[src/rtl/nib_acc_pkg.sv]
package nib_acc_pkg;
  localparam int NIB_W = 4;
  localparam int OP_W  = 5;
  localparam int BIX_W = 2;
  localparam logic [NIB_W-1:0] DEC_LIMIT = 4'd9;
  localparam logic [NIB_W-1:0] ADD_FIX   = 4'd6;
  localparam logic [NIB_W-1:0] SUB_FIX   = 4'd10;

  typedef enum logic [OP_W-1:0] {
    OP_IDLE  = 5'd0,  OP_LDA_I = 5'd1,  OP_LDB_I = 5'd2,  OP_ADD_I = 5'd3,
    OP_ADD_M = 5'd4,  OP_ADC   = 5'd5,  OP_SBC   = 5'd6,  OP_DADJA = 5'd7,
    OP_DADJS = 5'd8,  OP_NEG   = 5'd9,  OP_CPLB  = 5'd10, OP_OR    = 5'd11,
    OP_ROL   = 5'd12, OP_ROR   = 5'd13, OP_INCB  = 5'd14, OP_DECB  = 5'd15,
    OP_SETC  = 5'd16, OP_CLRC  = 5'd17, OP_TSTC  = 5'd18, OP_NE_MI = 5'd19,
    OP_NE_YI = 5'd20, OP_NE_AM = 5'd21, OP_NE_BM = 5'd22, OP_LE_AI = 5'd23,
    OP_LE_AM = 5'd24, OP_LE_BM = 5'd25, OP_BSET  = 5'd26, OP_BCLR  = 5'd27,
    OP_BTST  = 5'd28
  } nib_op_e;

  typedef struct packed {
    logic [NIB_W-1:0] a;
    logic [NIB_W-1:0] b;
    logic             c;
    logic             s;
  } nib_state_t;
endpackage

[src/rtl/nib_arith_unit.sv]
module nib_arith_unit
  import nib_acc_pkg::*;
(
  input  nib_op_e          op,
  input  nib_state_t       cur,
  input  logic [NIB_W-1:0] imm,
  input  logic [NIB_W-1:0] mem,
  output nib_state_t       nxt,
  output logic             hit
);
  localparam int EXT_W = NIB_W + 1;

  logic [EXT_W-1:0] sum_i, sum_m, sum_c, dif_c;
  logic [NIB_W-1:0] b_inc, b_dec;
  logic             dec_big;

  always_comb begin
    sum_i   = {1'b0, cur.a} + {1'b0, imm};
    sum_m   = {1'b0, cur.a} + {1'b0, mem};
    sum_c   = {1'b0, mem} + {1'b0, cur.a} + {{NIB_W{1'b0}}, cur.c};
    dif_c   = {1'b0, mem} - {1'b0, cur.a} - {{NIB_W{1'b0}}, ~cur.c};
    b_inc   = cur.b + 1'b1;
    b_dec   = cur.b - 1'b1;
    dec_big = (cur.a > DEC_LIMIT);
  end

  always_comb begin
    nxt = cur;
    hit = 1'b1;
    unique case (op)
      OP_LDA_I: nxt.a = imm;
      OP_LDB_I: nxt.b = imm;
      OP_ADD_I: begin
        nxt.a = sum_i[NIB_W-1:0];
        nxt.s = sum_i[NIB_W];
      end
      OP_ADD_M: begin
        nxt.a = sum_m[NIB_W-1:0];
        nxt.s = sum_m[NIB_W];
      end
      OP_ADC: begin
        nxt.a = sum_c[NIB_W-1:0];
        nxt.c = sum_c[NIB_W];
        nxt.s = sum_c[NIB_W];
      end
      OP_SBC: begin
        nxt.a = dif_c[NIB_W-1:0];
        nxt.c = ~dif_c[NIB_W];
        nxt.s = ~dif_c[NIB_W];
      end
      OP_DADJA: begin
        if (cur.c || dec_big) begin
          nxt.a = cur.a + ADD_FIX;
          nxt.c = 1'b1;
        end
      end
      OP_DADJS: begin
        if (!cur.c || dec_big) begin
          nxt.a = cur.a + SUB_FIX;
          nxt.c = 1'b0;
        end
      end
      OP_NEG:  nxt.a = ~cur.a + 1'b1;
      OP_CPLB: nxt.b = ~cur.b;
      OP_OR:   nxt.a = cur.a | cur.b;
      OP_ROL: begin
        nxt.a = {cur.a[NIB_W-2:0], cur.c};
        nxt.c = cur.a[NIB_W-1];
      end
      OP_ROR: begin
        nxt.a = {cur.c, cur.a[NIB_W-1:1]};
        nxt.c = cur.a[0];
      end
      OP_INCB: begin
        nxt.b = b_inc;
        nxt.s = (b_inc != '0);
      end
      OP_DECB: begin
        nxt.b = b_dec;
        nxt.s = (b_dec != '1);
      end
      OP_SETC: nxt.c = 1'b1;
      OP_CLRC: nxt.c = 1'b0;
      OP_TSTC: nxt.s = cur.c;
      default: hit = 1'b0;
    endcase
  end
endmodule

[src/rtl/nib_cmp_unit.sv]
module nib_cmp_unit
  import nib_acc_pkg::*;
(
  input  nib_op_e          op,
  input  nib_state_t       cur,
  input  logic [NIB_W-1:0] imm,
  input  logic [NIB_W-1:0] mem,
  input  logic [NIB_W-1:0] y,
  output logic             s_val,
  output logic             hit
);
  always_comb begin
    hit   = 1'b1;
    s_val = cur.s;
    unique case (op)
      OP_NE_MI: s_val = (mem != imm);
      OP_NE_YI: s_val = (y != imm);
      OP_NE_AM: s_val = (cur.a != mem);
      OP_NE_BM: s_val = (cur.b != mem);
      OP_LE_AI: s_val = (cur.a <= imm);
      OP_LE_AM: s_val = (cur.a <= mem);
      OP_LE_BM: s_val = (cur.b <= mem);
      default:  hit = 1'b0;
    endcase
  end
endmodule

[src/rtl/nib_bit_unit.sv]
module nib_bit_unit
  import nib_acc_pkg::*;
(
  input  nib_op_e          op,
  input  logic [NIB_W-1:0] mem,
  input  logic [BIX_W-1:0] bsel,
  output logic             wr_en,
  output logic [NIB_W-1:0] wr_data,
  output logic             s_val,
  output logic             hit
);
  logic [NIB_W-1:0] mask;

  always_comb begin
    mask    = '0;
    mask[bsel] = 1'b1;
    wr_en   = 1'b0;
    wr_data = mem;
    s_val   = mem[bsel];
    hit     = 1'b0;
    unique case (op)
      OP_BSET: begin
        wr_en   = 1'b1;
        wr_data = mem | mask;
      end
      OP_BCLR: begin
        wr_en   = 1'b1;
        wr_data = mem & ~mask;
      end
      OP_BTST: hit = 1'b1;
      default: ;
    endcase
    // a write-back never disturbs more than the selected bit
    if (wr_en) begin
      p_one_bit_r9: assert ($countones(wr_data ^ mem) <= 1);
    end
  end
endmodule

[src/rtl/nib_acc_dp.sv]
module nib_acc_dp
  import nib_acc_pkg::*;
(
  input  logic             clk,
  input  logic             rst_n,
  input  logic [OP_W-1:0]  op_i,
  input  logic [NIB_W-1:0] imm_i,
  input  logic [NIB_W-1:0] mem_i,
  input  logic [NIB_W-1:0] y_i,
  input  logic [BIX_W-1:0] bit_sel_i,
  output logic [NIB_W-1:0] a_o,
  output logic [NIB_W-1:0] b_o,
  output logic             c_o,
  output logic             s_o,
  output logic             wr_en_o,
  output logic [NIB_W-1:0] wr_data_o
);
  nib_op_e    op;
  nib_state_t cur, nxt, ar_nxt;
  logic       ar_hit, cm_hit, bt_hit, cm_s, bt_s;

  assign op = nib_op_e'(op_i);

  nib_arith_unit u_arith (
    .op(op), .cur(cur), .imm(imm_i), .mem(mem_i), .nxt(ar_nxt), .hit(ar_hit)
  );

  nib_cmp_unit u_cmp (
    .op(op), .cur(cur), .imm(imm_i), .mem(mem_i), .y(y_i),
    .s_val(cm_s), .hit(cm_hit)
  );

  nib_bit_unit u_bit (
    .op(op), .mem(mem_i), .bsel(bit_sel_i), .wr_en(wr_en_o),
    .wr_data(wr_data_o), .s_val(bt_s), .hit(bt_hit)
  );

  always_comb begin
    nxt = cur;
    if (ar_hit)      nxt = ar_nxt;
    else if (cm_hit) nxt.s = cm_s;
    else if (bt_hit) nxt.s = bt_s;
  end

  always_ff @(posedge clk or negedge rst_n) begin
    if (!rst_n) cur <= '{a: '0, b: '0, c: 1'b0, s: 1'b1};
    else        cur <= nxt;
  end

  assign a_o = cur.a;
  assign b_o = cur.b;
  assign c_o = cur.c;
  assign s_o = cur.s;

  // plain additions leave the carry alone
  p_add_keeps_c_r1: assert property (@(posedge clk) disable iff (!rst_n)
    (op_i == OP_ADD_I || op_i == OP_ADD_M) |=> (c_o == $past(c_o)));
  // carry and status agree after add with carry
  p_adc_flags_r2: assert property (@(posedge clk) disable iff (!rst_n)
    (op_i == OP_ADC) |=> (c_o == s_o));
  // carry and status agree after subtract with carry
  p_sbc_flags_r3: assert property (@(posedge clk) disable iff (!rst_n)
    (op_i == OP_SBC) |=> (c_o == s_o));
  // an acting add adjust always leaves carry set
  p_dadja_c_r4: assert property (@(posedge clk) disable iff (!rst_n)
    (op_i == OP_DADJA && (c_o || a_o > DEC_LIMIT)) |=> c_o);
  // an acting subtract adjust always leaves carry clear
  p_dadjs_c_r5: assert property (@(posedge clk) disable iff (!rst_n)
    (op_i == OP_DADJS && (!c_o || a_o > DEC_LIMIT)) |=> !c_o);
  // rotate left moves the old top bit into carry
  p_rol_c_r6: assert property (@(posedge clk) disable iff (!rst_n)
    (op_i == OP_ROL) |=> (c_o == $past(a_o[NIB_W-1])));
  // compares leave A, B and C untouched
  p_cmp_only_s_r8: assert property (@(posedge clk) disable iff (!rst_n)
    (op_i >= OP_NE_MI && op_i <= OP_LE_BM) |=> ($stable(a_o) && $stable(b_o) && $stable(c_o)));
  // negate, complement and OR keep both flags
  p_logic_flags_r10: assert property (@(posedge clk) disable iff (!rst_n)
    (op_i == OP_NEG || op_i == OP_CPLB || op_i == OP_OR) |=> ($stable(c_o) && $stable(s_o)));
  // the write strobe appears only for bit set or clear
  p_wr_only_bits_r9: assert property (@(posedge clk) disable iff (!rst_n)
    wr_en_o |-> (op_i == OP_BSET || op_i == OP_BCLR));
endmodule

[config.mk]
export PLATFORM = sky130hd
export DESIGN_NAME = nib_acc_dp
export DESIGN_NICKNAME = d
export VERILOG_FILES = /design/src/rtl/nib_acc_pkg.sv /design/src/rtl/nib_arith_unit.sv /design/src/rtl/nib_cmp_unit.sv /design/src/rtl/nib_bit_unit.sv /design/src/rtl/nib_acc_dp.sv
export SDC_FILE = /design/constraint.sdc
export NUM_CORES = 1
export LEC_CHECK = 0
export ABC_AREA = 1
export BUFFER_PORTS_ARGS = -buffer_cell sky130_fd_sc_hd__buf_2
export CAP_MARGIN = 40
export CORE_AREA = 2 2 73 75
export CTS_BUF_LIST = sky130_fd_sc_hd__clkbuf_4 sky130_fd_sc_hd__clkbuf_8 sky130_fd_sc_hd__clkbuf_16
export DETAILED_ROUTE_END_ITERATION = 8
export DIE_AREA = 0 0 75 77
export PLACE_DENSITY_LB_ADDON = 0.25
export SYNTH_ARGS = -nofsm -noshare
export SYNTH_HDL_FRONTEND = slang
export SYNTH_HIERARCHICAL = 1
export SYNTH_SLANG_ARGS = --single-unit
[constraint.sdc]
create_clock -name clk -period 3.6 [get_ports clk]
set_clock_uncertainty 0.05 [all_clocks]
set_input_delay 0.54 -clock clk [delete_from_list [all_inputs] [get_ports clk]]
set_output_delay 0.54 -clock clk [all_outputs]
set_load 0.1 [all_outputs]
==> out/results.tsv <==
metric	value	unit
status	finished clean	
Crit path buffers/inverters	2	
Worst path depth	17	
Max stage delay on crit path	0.63	ns
CTS Sinks	10	
#FFs+latches synth	10	
max cap viols	0	
Post-synth EDFFs	0	
clock latency on the worst-skew pair	0.23	ns
Distinct cells, synth	34	
Comb pwr share	0.781	
sequential cell area fraction in the yosys report	0.0869	
port bufs	35	
DRT Pass-1 Iters	5	
largest net degree at the start of global routing	17	
wire per inst	13.6	µm
I/O pin cnt	36	
critical path class	reg2reg	
Placer Congestion	1.04	
Placed Instance Area	3150	µm²
multi-input logic area	2280	µm²
switching power	0.00131	W
CP cell instances	inv_1, fa_1, inv_1, ha_1, nor2_1, fa_1, nand2_1, a21oi_1, nand2_1, nand2_1, nor2_1, nor2_1, nand2_1, nor2_1, nand3_1, nor2_2, a21oi_2	
worst vdd ir	365	µV
Worst Path Required	3.71	ns
number of global-route vias before repair	3225	
final hold violations	0	
Core Util, Final	0.643	
crit path launch	c_o	
internal power	0.000692	W
setup bufs post-CTS	0	
synthesized area	2890	µm²
R2R cell count	17	
Final #Nets	623	
crit end category	flip-flop	
All-Layer GR Usage	0.311	
FF+latch area	251	µm²
LEAKAGE	1.85	nW
Ys Warns	6	
Fillers	495	
Synth top area share	0.226	
CTS tree	done	
total wire length	8590	µm
core area	4980	µm²
Total Die Area	5780	µm²
CTS resizes	0	
share of cells above drive strength 1	0.130	
final setup fails	0	
startpoint types	flip-flop	
WP data arrival	3.18	ns
clock period minus worst slack	3.07	ns
final instance area	3200	µm²
Commonest cells post-synth	174 x nand2_1, 85 x inv_1, 62 x nor2_1	
HPWL after DPL	6800	µm
CTS Hold Bufs	0	
Sw Share	0.653	
vias per std cell	5.50	
Rel. slew slack	0.512	
Main synth FF type	dfrtp_1	
Reg2Reg Capture Point	s_o	
Worst-Margin Slew	0.732	ns
area leader, netlist	nand2_1	
CP max FO	10	
Initial Util	0.581	
FP Rows	26	
syn avg cell area	5.52	µm²
CTS root buf	clkbuf_8	
register-to-register setup slack	0.53	ns
antenna violations before repair	0	
setup TNS	0	ns
Remaining DRCs	0	
async set-or-reset flop fraction in the synthesized netlist	1.00	
Cell Pwr Density	624	nW/µm²
Area growth syn-to-layout	10.6	%
synthesized instance count	524	
slowest CP cell	fa_1	
via count	3478	
global-route wire length before repair	14300	µm
Worst-path clk slew	0.05	ns
clock share of power	0.064	
Worst R2R Start	c_o	
max-slew violation count	0	
sequential share of power	0.155	
grt ovf	0	
CTS Buf Count	3	
leading cell type by number of instances after synthesis	nand2_1	
CTS Buffer Depth	2	
DIE HEIGHT	77	µm
Antenna Nets Post-Route	0	
1st-iter DRT viols	322	
Hold Crit Class	in2async	
worst setup path end	s_o	
Achievable Freq	326	MHz
RSZ-0062 raised after global routing	no	
ranking of synthesized cells by area	nand2_1 23%, ha_1 15%, inv_1 11%	
top cell family by delay on the critical path	adder cells	
CTS H-Tree Depth	1	
ANT cells	0	
Final period util	0.852	
Net Count, Synth	584	
die extent in x	75	µm
kinds of logic (layout without fill, tap and decap cells):
| kind of cell | Yosys count | after routing | share of synthesized area |
|---|---|---|---|
| compound gates | 43 | 43 | 0.0834 |
| fa+ha+maj | 39 | 39 | 0.179 |
| simple gates | 336 | 336 | 0.518 |
| flops | 10 | 10 | 0.0869 |
| buf+inv | 93 | 131 | 0.124 |
| xor+xnor | 3 | 3 | 0.00908 |
worst reg2reg max path: cells and delay by family, from the launching register on:
family / cells / cell delay [ns]
DFF: 1 / 0.55
buffers and inverters: 2 / 0.29
adders and majority gates: 3 / 1.02
and+or+nand+nor: 10 / 0.87
AOI/OAI and AO/OA: 2 / 0.22
stage by stage:
stage	cells	setup slack, ns	hold slack [ns]	power [W]
5_1_grt	632	0.284	0.118	0.00220
6_report	632	0.534	0.104	0.00200
4_1_cts	632	0.573	0.112	0.00198
3_5_place_dp	628	0.592	0.360	0.00184
2_1_floorplan	524	0.151	0.194	0.00147
3_3_place_gp	628	0.704	0.357	0.00181
cell type report:
class	count	share of cell area
Clock buffer	4	0.0152
Inverter	90	0.106
Multi-Input combinational cell	421	0.714
Sequential cell	10	0.0786
Tap cell	70	0.0274
Timing Repair Buffer	37	0.0594
worst min-delay path by stage:
stage	end	slack [ns]	cells after the start
3_5_place_dp	b_o[2]	0.36	1
4_1_cts	b_o[2]	0.11	1
6_report	b_o[2]	0.10	1
3_3_place_gp	b_o[3]	0.36	1
5_1_grt	b_o[2]	0.12	1
2_1_floorplan	a_o[0]	0.19	0
state kept, by name, indices dropped and copies added, names as in the netlist:
| name | cells |
|---|---|
| a_o | 4 |
| b_o | 4 |
| s_o | 1 |
| c_o | 1 |
power by group through the flow:
stage / logic [W] / registers, W / clock network, W
final: 0.00156 / 0.000309 / 0.000128
after global routing: 0.00174 / 0.000324 / 0.000136
after CTS: 0.00154 / 0.000306 / 0.000128
after detailed placement: 0.00153 / 0.000308 / 0
after global placement: 0.00150 / 0.000307 / 0
after floorplan: 0.000847 / 0.000626 / 0
routing by layer:
metal  vias to the layer above  wire, µm  track usage
met5                         -         0            0
met4                         0       191       0.0946
met3                        22       660       0.0263
met2                       166      4100        0.513
met1                      1550      3640        0.421
li1                       1740         -            -
placed cells by master, fill, tap and decap left out:
| master | n |
|---|---|
| nand2_2 | 3 |
| a21oi_2 | 3 |
| nor3_1 | 10 |
| nand3_1 | 48 |
| nand4_1 | 15 |
| buf_4 | 2 |
| or2_2 | 2 |
| buf_2 | 35 |
| nor2_2 | 7 |
| a21oi_1 | 13 |
| dfrtp_1 | 9 |
| nor2_1 | 62 |
| nand2_1 | 174 |
| inv_1 | 85 |
| nand3b_1 | 2 |
| o21bai_1 | 1 |
| fa_1 | 4 |
| nand3_2 | 3 |
| clkbuf_8 | 3 |
| nor4_1 | 1 |
| xor2_1 | 3 |
| clkbuf_4 | 1 |
| or3_1 | 1 |
| o211ai_1 | 1 |
| a22oi_1 | 1 |
| dfstp_2 | 1 |
| nand3b_2 | 1 |
| a31oi_1 | 1 |
| inv_2 | 5 |
| a221oi_1 | 1 |
| o21ai_1 | 1 |
| o21ai_0 | 20 |
| a211oi_1 | 1 |
| nand3_4 | 1 |
| nor2_4 | 6 |
| ha_1 | 35 |
No activity file was read; power rests on OpenSTA's default activity.
